<file path="src/rtl/cis_pkg.sv">
package cis_pkg;

    localparam int NUM_SRC = 8;

    typedef enum logic [2:0] {
        CLS_FLUSH = 3'd0,
        CLS_DINV  = 3'd1,
        CLS_REPL  = 3'd2,
        CLS_STORE = 3'd3,
        CLS_RESP  = 3'd4,
        CLS_FWD   = 3'd5,
        CLS_LOAD  = 3'd6,
        CLS_RECYC = 3'd7
    } req_class_e;

    // Per-source rule masks, bit position = class code
    localparam logic [NUM_SRC-1:0] MSHR_USERS   = 8'b0110_1110;
    localparam logic [NUM_SRC-1:0] TAG_CHECKED  = 8'b0110_1010;
    localparam logic [NUM_SRC-1:0] NET_USERS    = 8'b0100_1111;
    localparam logic [NUM_SRC-1:0] EVICT_BYPASS = 8'b0000_0100;

endpackage

</file>
<file path="src/rtl/cis_src_gate.sv">
module cis_src_gate #(
    parameter int TAG_W     = 8,
    parameter int SET_W     = 4,
    parameter bit USE_MSHR  = 1'b1,
    parameter bit CHECK_TAG = 1'b1,
    parameter bit NEED_NET  = 1'b1,
    parameter bit EVICT_OK  = 1'b0
) (
    input  logic             clk,
    input  logic             rst_n,
    input  logic             req_vld,
    input  logic [TAG_W-1:0] req_tag,
    input  logic [SET_W-1:0] req_set,
    input  logic             hit,
    input  logic             ent_valid,
    input  logic [TAG_W-1:0] ent_tag,
    input  logic             ent_wfe,
    input  logic             stall_in,
    input  logic             s2_busy,
    input  logic [SET_W-1:0] s2_set,
    input  logic             s3_busy,
    input  logic [SET_W-1:0] s3_set,
    input  logic             net_ready,
    output logic             eligible
);

    logic tag_ok;
    logic stall_ok;
    logic mshr_ok;
    logic set_clash;
    logic net_ok;

    always_comb begin
        tag_ok    = CHECK_TAG ? (ent_tag == req_tag) : 1'b1;
        stall_ok  = !stall_in || (EVICT_OK && ent_wfe);
        mshr_ok   = !hit || !ent_valid || (tag_ok && stall_ok);
        set_clash = (s2_busy && (s2_set == req_set)) ||
                    (s3_busy && (s3_set == req_set));
        net_ok    = NEED_NET ? net_ready : 1'b1;
        eligible  = req_vld && !set_clash && net_ok &&
                    (USE_MSHR ? mshr_ok : 1'b1);
    end

    p_stage2_clash_r3: assert property (@(posedge clk) disable iff (!rst_n)
        (s2_busy && (s2_set == req_set)) |-> !eligible);

    p_stage3_clash_r3: assert property (@(posedge clk) disable iff (!rst_n)
        (s3_busy && (s3_set == req_set)) |-> !eligible);

    p_net_gate_r6: assert property (@(posedge clk) disable iff (!rst_n)
        (NEED_NET && !net_ready) |-> !eligible);

    p_idle_src_r8: assert property (@(posedge clk) disable iff (!rst_n)
        !req_vld |-> !eligible);

endmodule

</file>
<file path="src/rtl/cis_fixed_pick.sv">
module cis_fixed_pick #(
    parameter int N     = 8,
    localparam int IW   = (N > 1) ? $clog2(N) : 1
) (
    input  logic          clk,
    input  logic          rst_n,
    input  logic [N-1:0]  req,
    output logic [N-1:0]  grant,
    output logic [IW-1:0] win_idx,
    output logic          any
);

    always_comb begin
        grant   = '0;
        win_idx = '0;
        any     = 1'b0;
        for (int k = 0; k < N; k++) begin
            if (req[k] && !any) begin
                grant[k] = 1'b1;
                win_idx  = IW'(k);
                any      = 1'b1;
            end
        end
    end

    for (genvar k = 1; k < N; k++) begin : g_prio_chk
        p_lower_wins_r7: assert property (@(posedge clk) disable iff (!rst_n)
            grant[k] |-> (req[k-1:0] == '0));
    end

endmodule

</file>
<file path="src/rtl/coh_issue_sched.sv">
module coh_issue_sched
    import cis_pkg::*;
#(
    parameter int TAG_W = 8,
    parameter int SET_W = 4,
    parameter int IDX_W = 3
) (
    input  logic                          clk,
    input  logic                          rst_n,
    input  logic [NUM_SRC-1:0]            req_vld,
    input  logic [NUM_SRC-1:0][TAG_W-1:0] req_tag,
    input  logic [NUM_SRC-1:0][SET_W-1:0] req_set,
    input  logic [NUM_SRC-1:0]            mshr_hit,
    input  logic [NUM_SRC-1:0][IDX_W-1:0] mshr_idx,
    input  logic [NUM_SRC-1:0]            mshr_ent_valid,
    input  logic [NUM_SRC-1:0][TAG_W-1:0] mshr_ent_tag,
    input  logic [NUM_SRC-1:0]            mshr_ent_wfe,
    input  logic [NUM_SRC-1:0]            stall,
    input  logic                          s2_busy,
    input  logic [SET_W-1:0]              s2_set,
    input  logic                          s3_busy,
    input  logic [SET_W-1:0]              s3_set,
    input  logic                          net_ready,
    output logic [NUM_SRC-1:0]            deq_ack,
    output logic                          out_valid,
    output logic [2:0]                    out_class,
    output logic [TAG_W-1:0]              out_tag,
    output logic [SET_W-1:0]              out_set,
    output logic                          out_mshr_hit,
    output logic [IDX_W-1:0]              out_mshr_idx,
    output logic                          out_ent_valid,
    output logic [TAG_W-1:0]              out_ent_tag,
    output logic                          out_ent_wfe
);

    localparam int CW = $clog2(NUM_SRC);

    logic [NUM_SRC-1:0] elig;
    logic [NUM_SRC-1:0] grant;
    logic [CW-1:0]      win;
    logic               any_win;

    for (genvar s = 0; s < NUM_SRC; s++) begin : g_gate
        cis_src_gate #(
            .TAG_W     (TAG_W),
            .SET_W     (SET_W),
            .USE_MSHR  (MSHR_USERS[s]),
            .CHECK_TAG (TAG_CHECKED[s]),
            .NEED_NET  (NET_USERS[s]),
            .EVICT_OK  (EVICT_BYPASS[s])
        ) u_gate (
            .clk       (clk),
            .rst_n     (rst_n),
            .req_vld   (req_vld[s]),
            .req_tag   (req_tag[s]),
            .req_set   (req_set[s]),
            .hit       (mshr_hit[s]),
            .ent_valid (mshr_ent_valid[s]),
            .ent_tag   (mshr_ent_tag[s]),
            .ent_wfe   (mshr_ent_wfe[s]),
            .stall_in  (stall[s]),
            .s2_busy   (s2_busy),
            .s2_set    (s2_set),
            .s3_busy   (s3_busy),
            .s3_set    (s3_set),
            .net_ready (net_ready),
            .eligible  (elig[s])
        );
    end

    cis_fixed_pick #(.N(NUM_SRC)) u_pick (
        .clk     (clk),
        .rst_n   (rst_n),
        .req     (elig),
        .grant   (grant),
        .win_idx (win),
        .any     (any_win)
    );

    assign deq_ack = grant;

    // Stage-2 launch register
    always_ff @(posedge clk or negedge rst_n) begin
        if (!rst_n) begin
            out_valid     <= 1'b0;
            out_class     <= CLS_FLUSH;
            out_tag       <= '0;
            out_set       <= '0;
            out_mshr_hit  <= 1'b0;
            out_mshr_idx  <= '0;
            out_ent_valid <= 1'b0;
            out_ent_tag   <= '0;
            out_ent_wfe   <= 1'b0;
        end else begin
            out_valid <= any_win;
            if (any_win) begin
                out_class     <= win;
                out_tag       <= req_tag[win];
                out_set       <= req_set[win];
                out_mshr_hit  <= mshr_hit[win];
                out_mshr_idx  <= mshr_idx[win];
                out_ent_valid <= mshr_ent_valid[win];
                out_ent_tag   <= mshr_ent_tag[win];
                out_ent_wfe   <= mshr_ent_wfe[win];
            end
        end
    end

    p_ack_onehot_r8: assert property (@(posedge clk) disable iff (!rst_n)
        $onehot0(deq_ack));

    p_ack_needs_req_r8: assert property (@(posedge clk) disable iff (!rst_n)
        (deq_ack & ~req_vld) == '0);

    p_launch_r9: assert property (@(posedge clk) disable iff (!rst_n)
        (deq_ack != '0) |=> out_valid);

    p_bubble_r9: assert property (@(posedge clk) disable iff (!rst_n)
        (deq_ack == '0) |=> !out_valid);

    p_class_r9: assert property (@(posedge clk) disable iff (!rst_n)
        (deq_ack != '0) |=> (deq_ack != '0 || 1'b1) && ($past(deq_ack) == (NUM_SRC'(1) << out_class)));

endmodule

</file>
<file path="config.mk">
export PLATFORM = sky130hd
export DESIGN_NAME = coh_issue_sched
export DESIGN_NICKNAME = d
export VERILOG_FILES = /design/src/rtl/cis_pkg.sv /design/src/rtl/cis_src_gate.sv /design/src/rtl/cis_fixed_pick.sv /design/src/rtl/coh_issue_sched.sv
export SDC_FILE = /design/constraint.sdc
export NUM_CORES = 1
export LEC_CHECK = 0
export BUFFER_PORTS_ARGS = -buffer_cell sky130_fd_sc_hd__buf_2
export CORE_MARGIN = 10
export CORE_UTILIZATION = 40
export CTS_BUF_LIST = sky130_fd_sc_hd__clkbuf_8
export DETAILED_ROUTE_END_ITERATION = 10
export PLACE_DENSITY = 0.77
export REMOVE_ABC_BUFFERS = 1
export SETUP_SLACK_MARGIN = 0.1
export SLEW_MARGIN = 0
export SYNTH_ARGS = -nofsm -noshare
export SYNTH_HDL_FRONTEND = slang
export SYNTH_HIERARCHICAL = 1
export SYNTH_SLANG_ARGS = --single-unit
</file>
<file path="constraint.sdc">
create_clock -name clk -period 10.16 [get_ports clk]
set_clock_uncertainty 0.1 [all_clocks]
set_input_delay 3.048 -clock clk [delete_from_list [all_inputs] [get_ports clk]]
set_output_delay 3.048 -clock clk [all_outputs]
set_load 0.01 [all_outputs]
</file>
Word level (Yosys, flattened, before mapping)
Cells that the tools add are included. Widths: inputs -> output; s select.

Order comparisons: 1. Equality and inequality tests: 20. Multiplexer cells: 36. Reductions and logical operators: 94.

Operators by type and width (number): $eq 4x4->1 (16); $bmux 8 s3 (2); $logic_and 1x1->1 (45); $eq 8x8->1 (4); $logic_not 1->1 (30); $logic_or 1x1->1 (19); $mux 1 (19); $mux 8 (2); $mux 3 (5); $bmux 4 s3 (1); $bmux 1 s3 (3); $bmux 3 s3 (1); $lt 3x4->1 const B (1); $mux 2 (2); $mux 4 (1).

Flip-flop bits (word level): 30. Input port bits: 237. Output and inout port bits: 38. Word-level logic and storage cells: 160.

Logic depth before layout (Yosys ltp)
Gate-level depths: netlist of the first run.

Word-level depth: 30. Gate-level depth with buffers: 13. Depth with buffers taken out: 10.

Hierarchy
The synthesis of the first run kept the hierarchy.

Modules (own cells, without submodules): coh_issue_sched (times used 1, cells an instance 191, area an instance 2511.2 µm², seq. area each 750.7 µm²); cis_src_gate (g_gate[1].u_gate ...) (times used 3, cells an instance 27, area an instance 207.7 µm², seq. area each 0.0 µm²); cis_src_gate (g_gate[5].u_gate) (times used 1, cells an instance 24, area an instance 190.2 µm², seq. area each 0.0 µm²); cis_src_gate (g_gate[4].u_gate ...) (times used 2, cells an instance 12, area an instance 93.8 µm², seq. area each 0.0 µm²); cis_fixed_pick (times used 1, cells an instance 22, area an instance 150.1 µm², seq. area each 0.0 µm²); cis_src_gate (g_gate[2].u_gate) (times used 1, cells an instance 14, area an instance 107.6 µm², seq. area each 0.0 µm²); cis_src_gate (g_gate[0].u_gate) (times used 1, cells an instance 13, area an instance 98.8 µm², seq. area each 0.0 µm²).

Least setup slack after synthesis of the first run
OpenSTA, ideal clock, no wires.

Path kind: input-to-output. Start point: input req_tag[47] (netlist bit). End point: output deq_ack[7]. Arrival time: 4390 ps. Required time: 7012 ps. Setup slack: 2622 ps. Stages on the path: 6. Buffers on the path: 0. Path through: xnor2_1 nand3_1 or4_1 a311oi_1 nor2_1 and4b_1.

Cells in the longest elaborated chain, start to end: 12.

Ends and longest elaborated chain: from (decl) (line coh_issue_sched.sv:11) `input logic [NUM_SRC-1:0][TAG_W-1:0] req_tag,`; $eq 8x8->1 * (line cis_src_gate.sv:34) `tag_ok = CHECK_TAG ? (ent_tag == req_tag) : 1'b1;`; $logic_and 1x1->1 * (line cis_src_gate.sv:36) `mshr_ok = !hit || !ent_valid || (tag_ok && stall_ok);`; $logic_or 1x1->1 * (line cis_src_gate.sv:36); $logic_and 1x1->1 * (line cis_src_gate.sv:40) `eligible = req_vld && !set_clash && net_ok &&`; via elig[5] (line coh_issue_sched.sv:38) `logic [NUM_SRC-1:0] elig;`; $logic_and 1x1->1 * (line cis_fixed_pick.sv:18) `if (req[k] && !any) begin`; $mux 1 * (line cis_fixed_pick.sv:18); $logic_not 1->1 (line cis_fixed_pick.sv:18); $logic_and 1x1->1 (line cis_fixed_pick.sv:18); $mux 1 * (line cis_fixed_pick.sv:18); $logic_not 1->1 * (line cis_fixed_pick.sv:18); $logic_and 1x1->1 * (line cis_fixed_pick.sv:18); $mux 1 * (line cis_fixed_pick.sv:18); to (decl) (line coh_issue_sched.sv:24) `output logic [NUM_SRC-1:0] deq_ack,`.

The timed path passes the listed nets; every way through them passes the cells marked *.

Worst setup path after layout of the first run
Start point: input req_tag[43] (netlist bit). End point: output deq_ack[7].

Same word-level chain as after synthesis.

==> impl_metrics.env, run 1 <==
export IMPL_post_cts_setup_buffer_count=0
export IMPL_synth_distinct_cells=44
export IMPL_synthFlopType="dfrtp_1"
export IMPL_cts_resized=0
export IMPL_cap_viol_max_count=0
export IMPL_io_buffers=271
export IMPL_fp_dieH_um=118.3
export IMPL_grt_usage_pct=23.86
export IMPL_pwr_share_seq_pct=27.4
export IMPL_holdWs_ns=0.3911
export IMPL_instances_no_fill=756
export IMPL_p_comb_share_pct=56.4
export IMPL_core_um2=9328
export IMPL_final_util_pct=57.42
export IMPL_pwr_share_clk_pct=16.1
export IMPL_crit_reg2reg_capture="out_ent_tag[5]$_DFFE_PN0P_"
export IMPL_synth_warnings=6
export IMPL_netlist_instances=369
export IMPL_cts_hold_buffers=0
export IMPL_syn_area_um2=3869
export IMPL_clk_pin_slew_ns=0.06
export IMPL_switchingPower_mw=0.2432
export IMPL_drc=0
export IMPL_total_power_mw=0.6110
export IMPL_p_int_mw=0.3678
export IMPL_dp_hpwl_um=14860
export IMPL_max_stage_delay_ns=0.51
export IMPL_dieArea_um2=14010
export IMPL_cp_arrival_ns=5.09
export IMPL_ios=275
export IMPL_finalHoldViolations=0
export IMPL_drt_iter0_markers=293
export IMPL_cts_tree="built"
export IMPL_holdPathEnd="out_class[2]$_DFFE_PN0P_"
export IMPL_max_freq_mhz=121.4
export IMPL_antennaDiodeCount=0
export IMPL_dr_pass1_iters=6
export IMPL_post_place_ws_ns=1.862
export IMPL_grt_max_degree=43
export IMPL_crit_type="input pin to primary output"
export IMPL_cts_buffers=5
export IMPL_run_status="complete, no violations"
export IMPL_r2r_slack_ns=9.19
export IMPL_grt_pass1_wl_um=26720
export IMPL_p_leak_nw=2.554
export IMPL_rsz0062_at_grt="no"
export IMPL_ys_ff_latch=30
export IMPL_yosysSeqAreaShare_pct=19.40
export IMPL_rows=35
export IMPL_reg2reg_depth=1
export IMPL_min_period_over_period_pct=81.05
export IMPL_fin_ws_ns=1.925
export IMPL_grt_overflow_total=0
export IMPL_irDropWorstVdd_v=0.00007017
export IMPL_critPathLaunchType="input pin"
export IMPL_synth_edff_count=0
export IMPL_wl_per_cell_um=23.65
export IMPL_place_inst=750
export IMPL_holdCritStartpoint="out_class[2]$_DFFE_PN0P_"
export IMPL_postSynth_asyncResetShare_pct=100.0
export IMPL_hold_class="flip-flop to flip-flop"
export IMPL_clkSinkCount=30
export IMPL_crit_top_cell="buf_2"
export IMPL_vias=4376
export IMPL_setup_violations_final=0
export IMPL_p_sw_share_pct=39.80
export IMPL_via_per_inst=5.788
export IMPL_cp_slowest_cell="or4_1"
export IMPL_place_gp_congestion=0.9106
export IMPL_min_path_cells=1
export IMPL_crit_chain="buf_2 > xnor2_1 > nand4_1 > or4_1 > a311oi_1 > nor2_1 > and4b_1 > buf_2"
export IMPL_power_density_nw_per_um2=114.1
export IMPL_cp_end_kind="primary output"
export IMPL_slew_headroom_pct=36.26
export IMPL_nets=865
export IMPL_placed_area_um2=5274
export IMPL_area_delta_synth_final_pct=38.45
export IMPL_critPathMaxFanout=5
export IMPL_first_global_vias=4910
export IMPL_start_util_pct=41.48
export IMPL_die_w_um=118.3
export IMPL_layout_drive_gt1_share_pct=50.72
export IMPL_min_period_ns=8.235
export IMPL_antenna_found_initial=0
export IMPL_root_buffer="clkbuf_8"
export IMPL_worstMarginPinSlew_ns=0.9496
export IMPL_required_ns=7.01
export IMPL_final_common_cell="buf_2"
export IMPL_clock_latency_ns=0.27
export IMPL_drt_wl_total_um=17880
export IMPL_fin_setup_tns_ns=0
export IMPL_fin_area_um2=5356
export IMPL_worstReg2RegStart="out_ent_tag[5]$_DFFE_PN0P_"
export IMPL_ant_nets=0
export IMPL_htree_levels=2
export IMPL_layout_common_cells="271 x buf_2, 73 x xor2_1, 52 x mux2i_1"
export IMPL_syn_area_per_cell_um2=10.48
export IMPL_slew_viol_final=0
export IMPL_clockBufferDepth=2
-- area by class of cell --
cell class / count / area [µm²]
fillers: 857 / 3971
multi-input cells: 314 / 2972
repair buffers: 274 / 1379
flip-flops and latches: 30 / 750.7
well taps: 129 / 161.4
clock buffers: 6 / 82.58
inverters: 3 / 11.26
-- synth_stat cells, drive strengths merged (3+ instances only) --
cell	n	share of area, %
clkbuf	7	0.68
o22ai	26	4.2
nor3	8	1.0
o41ai	3	0.68
nand3	6	0.78
a31oi	5	0.81
nor2	9	0.87
buf	15	3.3
inv	3	0.29
xnor2	23	5.2
nand2	17	1.6
nor4	15	3.8
mux4	26	15
mux2i	52	13
dfrtp	30	19
a221o	26	6.7
xor2	73	17
-- sequential cells by signal, summed over array words and instances (netlist names) --
| signal | cells |
|---|---|
| out_ent_tag | 8 |
| out_tag | 8 |
| out_set | 4 |
| out_class | 3 |
| out_mshr_idx | 3 |
| out_ent_valid | 1 |
| out_ent_wfe | 1 |
| out_mshr_hit | 1 |
| out_valid | 1 |
-- per-layer routing --
layer	track usage, %	up-vias	share of wire, %
li1	-	1969	-
met1	25.37	2129	37
met2	43.81	244	52
met3	7.330	34	8.6
met4	7.496	0	2.6
met5	0	-	0
-- power groups by stage --
stage | Combinational [mW] | Clock, mW | Sequential (mW)
finish | 0.345 | 0.0987 | 0.168
global route | 0.370 | 0.108 | 0.171
global placement | 0.336 | 0 | 0.168
floorplan | 0.186 | 0 | 0.183
CTS | 0.345 | 0.102 | 0.167
detailed placement | 0.344 | 0 | 0.170
-- worst max-delay path: cells and delay by family --
kind / cells / cell delay, ns
buf+inv: 2 / 0.26
simple gates: 4 / 1.05
xor+xnor: 1 / 0.33
compound gates: 1 / 0.39
-- worst max-delay path by stage --
stage,startpoint,cells past startpoint,slack [ns],end
global placement,req_tag[11],8,1.87,deq_ack[7]
floorplan,req_set[1],9,2.09,out_ent_valid$_DFFE_PN0P_
finish,req_tag[43],8,1.93,deq_ack[7]
CTS,req_tag[11],8,1.85,deq_ack[7]
global route,req_tag[11],8,1.78,deq_ack[7]
detailed placement,req_tag[11],8,1.86,deq_ack[7]
-- kinds of logic (layout without fill, tap and decap cells) --
family / Yosys count / after routing / share of synthesized area [%]
simple gates: 69 / 69 / 11.06
flops: 30 / 30 / 19.40
xor+xnor: 96 / 96 / 21.73
mux: 80 / 80 / 29.46
compound gates: 69 / 69 / 14.04
buf+inv: 25 / 283 / 4.301
(Power assumes the default switching activity.)
==> run 2: changes to the inputs <==
--- a/config.mk
+++ b/config.mk
@@ -7,10 +7,10 @@
 export LEC_CHECK = 0
 export BUFFER_PORTS_ARGS = -buffer_cell sky130_fd_sc_hd__buf_2
 export CORE_MARGIN = 10
-export CORE_UTILIZATION = 40
+export CORE_UTILIZATION = 39
 export CTS_BUF_LIST = sky130_fd_sc_hd__clkbuf_8
 export DETAILED_ROUTE_END_ITERATION = 10
-export PLACE_DENSITY = 0.77
+export PLACE_DENSITY = 0.78
 export REMOVE_ABC_BUFFERS = 1
 export SETUP_SLACK_MARGIN = 0.1
 export SLEW_MARGIN = 0
==> constraint.sdc (replaced) <==
create_clock -name clk -period 7.1 [get_ports clk]
set_clock_uncertainty 0.1 [all_clocks]
set_input_delay 2.13 -clock clk [delete_from_list [all_inputs] [get_ports clk]]
set_output_delay 2.13 -clock clk [all_outputs]
set_load 0.01 [all_outputs]
==> impl_metrics.env, run 2 (synthesis gave the netlist of run 1 again) <==
export IMPL_grt_max_degree=31
export IMPL_holdWs_ns=0.3807
export IMPL_grt_overflow_total=0
export IMPL_cts_hold_buffers=0
export IMPL_slew_headroom_pct=49.42
export IMPL_crit_type="input pin to primary output"
export IMPL_r2r_slack_ns=6.12
export IMPL_start_util_pct=39.76
export IMPL_fill_cells=921
export IMPL_clockBufferDepth=2
export IMPL_ios=275
export IMPL_post_cts_setup_buffer_count=0
export IMPL_place_gp_congestion=0.9349
export IMPL_rows=36
export IMPL_cap_viol_max_count=0
export IMPL_dp_hpwl_um=15570
export IMPL_pwr_share_seq_pct=26.9
export IMPL_cp_end_kind="primary output"
export IMPL_fp_dieH_um=119.6
export IMPL_drc=0
export IMPL_slew_viol_final=0
export IMPL_cts_resized=0
export IMPL_p_sw_share_pct=39.87
export IMPL_final_util_pct=55.84
export IMPL_antenna_found_initial=0
export IMPL_p_leak_nw=2.595
export IMPL_rsz0062_at_grt="no"
export IMPL_critPathMaxFanout=8
export IMPL_required_ns=4.87
export IMPL_layout_drive_gt1_share_pct=51.10
export IMPL_dr_pass1_iters=6
export IMPL_irDropWorstVdd_v=0.00009636
export IMPL_via_per_inst=5.767
export IMPL_critical_path_endpoint="deq_ack[7]"
export IMPL_root_buffer="clkbuf_8"
export IMPL_antennaDiodeCount=0
export IMPL_wl_per_cell_um=24.25
export IMPL_cp_arrival_ns=4.16
export IMPL_die_w_um=119.6
export IMPL_top_regs="out_ent_tag: 8 flops, out_tag: 8 flops, out_set: 4 flops"
export IMPL_crit_path_start="s2_set[3]"
export IMPL_place_inst=759
export IMPL_grt_pass1_wl_um=27820
export IMPL_hold_class="flip-flop to flip-flop"
export IMPL_nets=870
export IMPL_layout_common_cells="271 x buf_2, 73 x xor2_1, 52 x mux2i_1"
export IMPL_finalHoldViolations=0
export IMPL_run_status="complete, no violations"
export IMPL_drt_iter0_markers=295
export IMPL_cts_buffers=5
export IMPL_final_common_cell="buf_2"
export IMPL_fin_area_um2=5433
export IMPL_dieArea_um2=14300
export IMPL_power_density_nw_per_um2=164.0
export IMPL_worstReg2RegStart="out_set[1]$_DFFE_PN0P_"
export IMPL_reg2reg_depth=1
export IMPL_grt_usage_pct=24.37
export IMPL_switchingPower_mw=0.3552
export IMPL_max_freq_mhz=156.6
export IMPL_first_global_vias=4948
export IMPL_placed_area_um2=5341
export IMPL_vias=4423
export IMPL_cts_tree="built"
export IMPL_ant_nets=0
export IMPL_area_delta_synth_final_pct=40.43
export IMPL_p_int_mw=0.5356
export IMPL_min_period_ns=6.385
export IMPL_clkSinkCount=30
export IMPL_core_um2=9729
export IMPL_setup_violations_final=0
export IMPL_clock_latency_ns=0.29
export IMPL_htree_levels=2
export IMPL_drt_wl_total_um=18600
export IMPL_crit_reg2reg_capture="out_set[1]$_DFFE_PN0P_"
export IMPL_total_power_mw=0.8908
export IMPL_p_comb_share_pct=56.9
export IMPL_clk_pin_slew_ns=0.06
export IMPL_critPathLaunchType="input pin"
export IMPL_instances_no_fill=767
export IMPL_min_period_over_period_pct=89.93
export IMPL_io_buffers=271
export IMPL_pwr_share_clk_pct=16.3
export IMPL_worstMarginPinSlew_ns=0.7563
## run 2: cell types whose count changed in the layout (fill, tap and decap cells not counted)
cell / previous run / this run
buf_4: 3 / 6
buf_12: 0 / 2
clkinv_2: 0 / 1
inv_1: 2 / 3
## run 2: worst min path at each step
stage,startpoint,end,cells past startpoint
finish,out_class[2]$_DFFE_PN0P_,out_class[2]$_DFFE_PN0P_,1
global route,out_class[2]$_DFFE_PN0P_,out_class[2]$_DFFE_PN0P_,1
CTS,out_class[2]$_DFFE_PN0P_,out_class[2]$_DFFE_PN0P_,1
detailed placement,out_class[2]$_DFFE_PN0P_,out_class[2]$_DFFE_PN0P_,1
global placement,out_class[2]$_DFFE_PN0P_,out_class[2]$_DFFE_PN0P_,1
floorplan,out_class[2]$_DFFE_PN0P_,out_class[2]$_DFFE_PN0P_,1
## run 2: per-stage QoR
| stage | setup TNS (ns) | setup slack [ns] |
|---|---|---|
| after floorplan | -0.3765 | -0.05180 |
| after detailed placement | 0 | 0.7508 |
| after CTS | 0 | 0.7350 |
| after global placement | 0 | 0.7779 |
| final | 0 | 0.7149 |
| after global routing | 0 | 0.5414 |
## run 2: final cells by class
cell class              count  area [µm²]  share of cell area [%]
multi-input cells         314        2972                   54.70
repair buffers            279        1441                   26.53
flip-flops and latches     30       750.7                   13.82
well taps                 133       166.4                   3.063
clock buffers               6       82.58                   1.520
inverters                   3       11.26                  0.2073
clock inverters             2       8.758                  0.1612
## run 2: critical path: stages
cell and delay [ns]:
buf_2 0.19, xor2_1 0.19, nor3_1 0.32, nand3_1 0.13
and4_1 0.34, nor4_4 0.39, and4b_1 0.29, buf_2 0.15
## run 2: power by group through the flow
stage          Combinational, mW  Sequential, mW  Clock (mW)
3_3_place_gp               0.496           0.240           0
4_1_cts                    0.508           0.239       0.148
3_5_place_dp               0.505           0.242           0
5_1_grt                    0.543           0.244       0.156
2_1_floorplan              0.267           0.262           0
6_report                   0.507           0.239       0.145
## run 2: routing by layer
layer | vias up | global-route usage [%] | share of wire, %
li1 | 1978 | - | -
met1 | 2122 | 27.25 | 37
met2 | 278 | 42.57 | 50
met3 | 45 | 7.267 | 10
met4 | 0 | 9.502 | 3.2
met5 | - | 0 | 0
